===== src/rtl/csel_gen_pkg.sv =====
package csel_gen_pkg;

    localparam int NUM_WIN   = 3;
    localparam int ADDR_W    = 16;
    localparam int MASK_W    = 8;
    localparam int CODE_W    = 3;
    localparam int REG_AW    = 8;
    localparam int REG_DW    = 8;
    localparam int OCTET_LSB = 3;

    localparam logic [REG_AW-1:0] MODE_REG_OFS = 8'h4C;
    localparam int                MODE_ENC_BIT = 4;
    localparam logic [REG_AW-1:0] WIN_REG_BASE = 8'h64;
    localparam int                WIN_STRIDE   = 4;

    localparam logic [ADDR_W-1:0] SER_A_BASE = 16'h03F8;
    localparam logic [ADDR_W-1:0] SER_B_BASE = 16'h02F8;
    localparam logic [ADDR_W-1:0] PAR_BASE   = 16'h0378;
    localparam logic [ADDR_W-1:0] DISK_BASE  = 16'h01F0;

    typedef enum logic [CODE_W-1:0] {
        CODE_SER_A = 3'd0,
        CODE_SER_B = 3'd1,
        CODE_PAR   = 3'd2,
        CODE_DISK  = 3'd3,
        CODE_WIN0  = 3'd4,
        CODE_IDLE  = 3'd7
    } dev_code_e;

    typedef struct packed {
        logic [ADDR_W-1:0] base;
        logic [MASK_W-1:0] mask;
        logic              en;
    } win_cfg_t;

    function automatic logic in_octet(input logic [ADDR_W-1:0] a,
                                      input logic [ADDR_W-1:0] b);
        return a[ADDR_W-1:OCTET_LSB] == b[ADDR_W-1:OCTET_LSB];
    endfunction

    function automatic logic win_match(input logic [ADDR_W-1:0] a,
                                       input win_cfg_t c);
        logic [ADDR_W-1:0] keep;
        keep = ~{{(ADDR_W-MASK_W){1'b0}}, c.mask};
        return c.en && ((a & keep) == (c.base & keep));
    endfunction

endpackage


===== src/rtl/csel_cfg_regs.sv =====
module csel_cfg_regs
    import csel_gen_pkg::*;
(
    input  logic                          clk,
    input  logic                          rst,
    input  logic                          we,
    input  logic [REG_AW-1:0]             addr,
    input  logic [REG_DW-1:0]             wdata,
    output win_cfg_t [NUM_WIN-1:0]        win,
    output logic                          enc_mode
);

    always_ff @(posedge clk) begin
        if (rst) begin
            enc_mode <= 1'b0;
        end else if (we && addr == MODE_REG_OFS) begin
            enc_mode <= wdata[MODE_ENC_BIT];
        end
    end

    for (genvar n = 0; n < NUM_WIN; n++) begin : g_win
        localparam logic [REG_AW-1:0] OFS_LO   = REG_AW'(WIN_REG_BASE + WIN_STRIDE*n);
        localparam logic [REG_AW-1:0] OFS_HI   = REG_AW'(WIN_REG_BASE + WIN_STRIDE*n + 1);
        localparam logic [REG_AW-1:0] OFS_MASK = REG_AW'(WIN_REG_BASE + WIN_STRIDE*n + 2);

        always_ff @(posedge clk) begin
            if (rst) begin
                win[n] <= '0;
            end else if (we) begin
                if (addr == OFS_LO) begin
                    win[n].base[7:0] <= wdata;
                    win[n].en        <= 1'b1;
                end
                if (addr == OFS_HI) begin
                    win[n].base[15:8] <= wdata;
                    win[n].en         <= 1'b1;
                end
                if (addr == OFS_MASK) begin
                    win[n].mask <= wdata;
                    win[n].en   <= 1'b1;
                end
            end
        end
    end

endmodule


===== src/rtl/csel_window.sv =====
module csel_window
    import csel_gen_pkg::*;
(
    input  logic [ADDR_W-1:0] io_addr,
    input  win_cfg_t          cfg,
    output logic              hit
);

    assign hit = win_match(io_addr, cfg);

endmodule


===== src/rtl/csel_encoder.sv =====
module csel_encoder
    import csel_gen_pkg::*;
(
    input  logic [ADDR_W-1:0]  io_addr,
    input  logic               strobe,
    input  logic               enc_mode,
    input  logic [NUM_WIN-1:0] hit,
    output logic [CODE_W-1:0]  cs_out
);

    logic [CODE_W-1:0] code;
    logic              found;

    always_comb begin
        code  = CODE_IDLE;
        found = 1'b0;
        if (in_octet(io_addr, SER_A_BASE)) begin
            code = CODE_SER_A; found = 1'b1;
        end else if (in_octet(io_addr, SER_B_BASE)) begin
            code = CODE_SER_B; found = 1'b1;
        end else if (in_octet(io_addr, PAR_BASE)) begin
            code = CODE_PAR;   found = 1'b1;
        end else if (in_octet(io_addr, DISK_BASE)) begin
            code = CODE_DISK;  found = 1'b1;
        end
        for (int i = 0; i < NUM_WIN; i++) begin
            if (!found && hit[i]) begin
                code  = CODE_W'(CODE_WIN0 + i);
                found = 1'b1;
            end
        end
    end

    always_comb begin
        if (!strobe) begin
            cs_out = '1;
        end else if (enc_mode) begin
            cs_out = code;
        end else begin
            cs_out = ~hit;
        end
    end

endmodule


===== src/rtl/csel_gen.sv =====
module csel_gen
    import csel_gen_pkg::*;
(
    input  logic        clk,
    input  logic        rst,
    input  logic [15:0] io_addr,
    input  logic        io_rd,
    input  logic        io_wr,
    input  logic        cfg_we,
    input  logic [7:0]  cfg_addr,
    input  logic [7:0]  cfg_wdata,
    input  logic        cs0_pad_in,
    output logic [2:0]  cs_out,
    output logic [2:0]  cs_oe,
    output logic        strap_test
);

    win_cfg_t [NUM_WIN-1:0] win;
    logic                   enc_mode;
    logic [NUM_WIN-1:0]     hit;
    logic                   strap_q;

    csel_cfg_regs u_regs (
        .clk      (clk),
        .rst      (rst),
        .we       (cfg_we),
        .addr     (cfg_addr),
        .wdata    (cfg_wdata),
        .win      (win),
        .enc_mode (enc_mode)
    );

    for (genvar n = 0; n < NUM_WIN; n++) begin : g_dec
        csel_window u_win (
            .io_addr (io_addr),
            .cfg     (win[n]),
            .hit     (hit[n])
        );
    end

    csel_encoder u_enc (
        .io_addr  (io_addr),
        .strobe   (io_rd | io_wr),
        .enc_mode (enc_mode),
        .hit      (hit),
        .cs_out   (cs_out)
    );

    // Strap capture: follows the pad every reset cycle, frozen afterwards.
    always_ff @(posedge clk) begin
        if (rst) begin
            strap_q <= cs0_pad_in;
        end
    end

    assign strap_test = strap_q;
    assign cs_oe      = {{(NUM_WIN-1){1'b1}}, ~rst};

endmodule


===== config.mk =====
export PLATFORM = sky130hd
export DESIGN_NAME = csel_gen
export DESIGN_NICKNAME = d
export VERILOG_FILES = /design/src/rtl/csel_gen_pkg.sv /design/src/rtl/csel_cfg_regs.sv /design/src/rtl/csel_window.sv /design/src/rtl/csel_encoder.sv /design/src/rtl/csel_gen.sv
export SDC_FILE = /design/constraint.sdc
export NUM_CORES = 1
export LEC_CHECK = 0
export BUFFER_PORTS_ARGS = -buffer_cell sky130_fd_sc_hd__buf_4
export CELL_PAD_IN_SITES_DETAIL_PLACEMENT = 1
export CELL_PAD_IN_SITES_GLOBAL_PLACEMENT = 2
export CORE_MARGIN = 2
export CORE_UTILIZATION = 36
export CTS_CLUSTER_SIZE = 40
export DETAILED_ROUTE_END_ITERATION = 10
export PLACE_DENSITY_LB_ADDON = 0.25
export SLEW_MARGIN = 20
export SYNTH_ARGS = -nofsm -noshare
export SYNTH_HDL_FRONTEND = slang
export SYNTH_SLANG_ARGS = --single-unit

===== constraint.sdc =====
create_clock -name clk -period 1.9 [get_ports clk]
set_input_delay 0.19 -clock clk [delete_from_list [all_inputs] [get_ports clk]]
set_output_delay 0.19 -clock clk [all_outputs]
set_load 0.05 [all_outputs]

==> impl_metrics.json <==
{
  "post-place-cells": 566,
  "pwr_density_cell_mw_per_mm2": 754,
  "finalSetupViolations": 3,
  "grt_start_max_net_pins": 37,
  "yosysMostFrequentCell": "sky130_fd_sc_hd__nor2_1",
  "worst_hold_slack_ps": 21.4,
  "cts_tree": "yes",
  "tritoncts.num_buffers": 9,
  "hold_class": "input port to flop",
  "unrepaired_setup_endpoints_after_global_routing": "true",
  "synth_cell_type_count": 39,
  "clk_pin_slew_worst_paths_ps": 80,
  "final_max_slew_viol_count": 0,
  "min_period_over_period": 1.40,
  "synth_sequential_area_ratio": 0.434,
  "leakagePower_uw": 0.00178,
  "wl_um": 10200,
  "drt_iter0_markers": 44,
  "pre_cts_slack_ps": -625,
  "io-pin-count": 45,
  "cp.required_ps": 1710,
  "grt_overflow": 0,
  "yosysWarningCount": 0,
  "antenna_cells_inserted": 0,
  "track_usage": 0.194,
  "post_synth.cell_area_avg_um2": 9.22,
  "port_buffers": 42,
  "violations": "setup timing",
  "synth_area_leader_cell": "sky130_fd_sc_hd__dfxtp_1",
  "drt-vias-per-instance": 4.91,
  "layout.filler_cells": 1118,
  "drt-wirelength-per-cell_um": 17.5,
  "totalPowerFinal_uw": 3460,
  "placement_rows": 36,
  "grt_pass1_wl_um": 16300,
  "final_hpwl_dp_um": 7210,
  "timing.fmax_ghz": 0.376,
  "initial_core_util": 0.368,
  "drc": 0,
  "ant_nets": 0,
  "die_height_um": 104,
  "post_route_cells_drive_above_1_share": 0.255,
  "cts_root_buffer": "sky130_fd_sc_hd__clkbuf_8",
  "die-width_um": 104,
  "final_net_count": 484,
  "critPathLaunchType": "flop",
  "maximum_fanout_along_the_worst_path": 2,
  "dr.pass1.iters": 4,
  "yosys_most_used_dff": "sky130_fd_sc_hd__dfxtp_1",
  "yosys-top-cells-area": "sky130_fd_sc_hd__dfxtp_1 43%, sky130_fd_sc_hd__mux2i_1 18%, sky130_fd_sc_hd__xnor2_1 10%",
  "longest_clk_path_bufs": 2,
  "run_status": "finished, violations left",
  "gp_routability_congestion": 0.795,
  "dieArea_mm2": 0.0107,
  "route.vias.total": 2868,
  "crit_path_cell_trace": "xor2_4 -> nor4_4 -> o2111ai_2 -> nor4_2 -> buf_4 -> nor4b_4 -> o21ai_1 -> a211o_2 -> buf_6",
  "cpPeakStageDelay_ps": 370,
  "syn_to_final_growth_pct": 28.4,
  "layoutNonFillerInstCount": 584,
  "cts_hold_buffers": 0,
  "number_of_antenna_violations_at_the_first_check_in_global_routing": 0,
  "area.sequential_mm2": 0.00156,
  "via_count_of_the_first_global_routing_pass": 3002,
  "critical_path_arrival_ps": 2470,
  "count_of_mapped_cells_out_of_synthesis": 388,
  "yosys-top-cells-count": "77 x sky130_fd_sc_hd__nor2_1, 76 x sky130_fd_sc_hd__dfxtp_1, 65 x sky130_fd_sc_hd__mux2i_1, 41 x sky130_fd_sc_hd__xnor2_1, 20 x sky130_fd_sc_hd__clkbuf_1",
  "htree_num_levels": 3,
  "worst_clock_skew_ps": 0,
  "synthDominantCellAreaShare": 0.425,
  "async_flop_share": 0,
  "core_area_mm2": 0.00973,
  "worstSetupPathType": "flop to primary output",
  "postSynthRegisterBits": 77,
  "syn_area_mm2": 0.00358,
  "timing.final.crit_period_ps": 2660,
  "power.ir.vdd_worst_mv": 0.468,
  "synth-edff-count": 1,
  "cpMaxStageDelayCell": "sky130_fd_sc_hd__dfxtp_4",
  "maxCapViolations": 0,
  "layout_setup_ws_ps": -760,
  "numClockSinks": 77,
  "multiInputGateArea_mm2": 0.00202,
  "final_hold_viol_count": 0,
  "clk_latency_ps": 340,
  "timing.critical_path.to_type": "primary output"
}
placed cells by master, fill, tap and decap left out, types with 3 or more instances in the layout:
| cell type | synthesis | routed |
|---|---|---|
| sky130_fd_sc_hd__nor2_1 | 77 | 76 |
| sky130_fd_sc_hd__dfxtp_1 | 76 | 73 |
| sky130_fd_sc_hd__buf_4 | 2 | 67 |
| sky130_fd_sc_hd__mux2i_1 | 65 | 65 |
| sky130_fd_sc_hd__xnor2_1 | 41 | 39 |
| sky130_fd_sc_hd__nand3_1 | 14 | 14 |
| sky130_fd_sc_hd__nand2_1 | 14 | 14 |
| sky130_fd_sc_hd__a21oi_1 | 12 | 12 |
| sky130_fd_sc_hd__clkbuf_8 | 0 | 9 |
| sky130_fd_sc_hd__o22ai_1 | 8 | 7 |
| sky130_fd_sc_hd__nor2_2 | 6 | 7 |
| sky130_fd_sc_hd__xor2_1 | 7 | 6 |
| sky130_fd_sc_hd__nand2b_1 | 5 | 5 |
| sky130_fd_sc_hd__nor3_1 | 3 | 3 |
| sky130_fd_sc_hd__nor4_2 | 0 | 3 |
| sky130_fd_sc_hd__bufinv_16 | 0 | 3 |
| sky130_fd_sc_hd__buf_6 | 0 | 3 |
| sky130_fd_sc_hd__buf_12 | 0 | 3 |
routing by layer:
layer  wire [um]  up-vias  GRT usage  share of wire
met5           0        -          0              0
met4          75        0     0.0589         0.0073
met3         337        4     0.0321          0.033
met2        4730       44      0.311           0.46
met1        5080     1397      0.269           0.50
li1            -     1423          -              -
worst max-delay path, delay by kind of cell, from the launching register on:
kind,cells,cell delay (ps)
flip-flops,1,370
AO/OA/AOI/OAI,3,580
buffers and inverters,2,300
AND/OR/NAND/NOR,3,720
XOR/XNOR,1,150
power breakdown:
group	switching (uW)	internal (uW)
sequential	2.09	1620
clock	641	879
combinational	187	137
total	831	2630
cell type report:
class                   instances  area share
multi-input cells             284       0.440
flip-flops and latches         77       0.339
repair buffers                 73       0.130
well taps                     133      0.0362
clock buffers                   9      0.0270
clock inverters                 7      0.0267
inverters                       1    0.000817
flip-flops by register name, indices dropped and copies added, names as in the netlist:
register,cells
u_regs.win,75
strap_test,1
u_regs.enc_mode,1
metrics by stage:
stage / utilization / TNS [ps] / cell area [um2]
finish: 0.472 / -1590 / 4590
global route: 0.472 / -2010 / 4590
CTS: 0.468 / -1630 / 4550
detailed placement: 0.434 / -1260 / 4220
global placement: 0.434 / -971 / 4220
floorplan: - / -46.9 / 3590
kinds of logic after synthesis:
kind of cell | count (synthesis) | synth area share
muxes | 65 | 0.182
and+or+nand+nor | 136 | 0.176
DFF | 77 | 0.434
xor gates and xnor gates | 48 | 0.118
AOI/OAI and AO/OA | 33 | 0.0577
other | 1 | 0.00105
buffers and inverters | 28 | 0.0318
what timing repair did:
action	4_1_cts	5_1_grt
pin swaps	12	4
setup buffers	1	1
gates resized for setup	16	5
endpoints found under the setup margin	3	3
cloned	0	0
final timing paths:
| kind | end | slack [ps] | start | cells past startpoint |
|---|---|---|---|---|
| max | cs_out[1] | -760 | u_regs.win[18] | 9 |
| min | strap_test | 20 | cs0_pad_in | 1 |
| max reg2reg | u_regs.win[18] | 1080 | u_regs.win[18] | 3 |
| min reg2reg | u_regs.win[25] | 480 | u_regs.win[25] | 2 |
No activity file was read; power rests on OpenSTA's default activity.
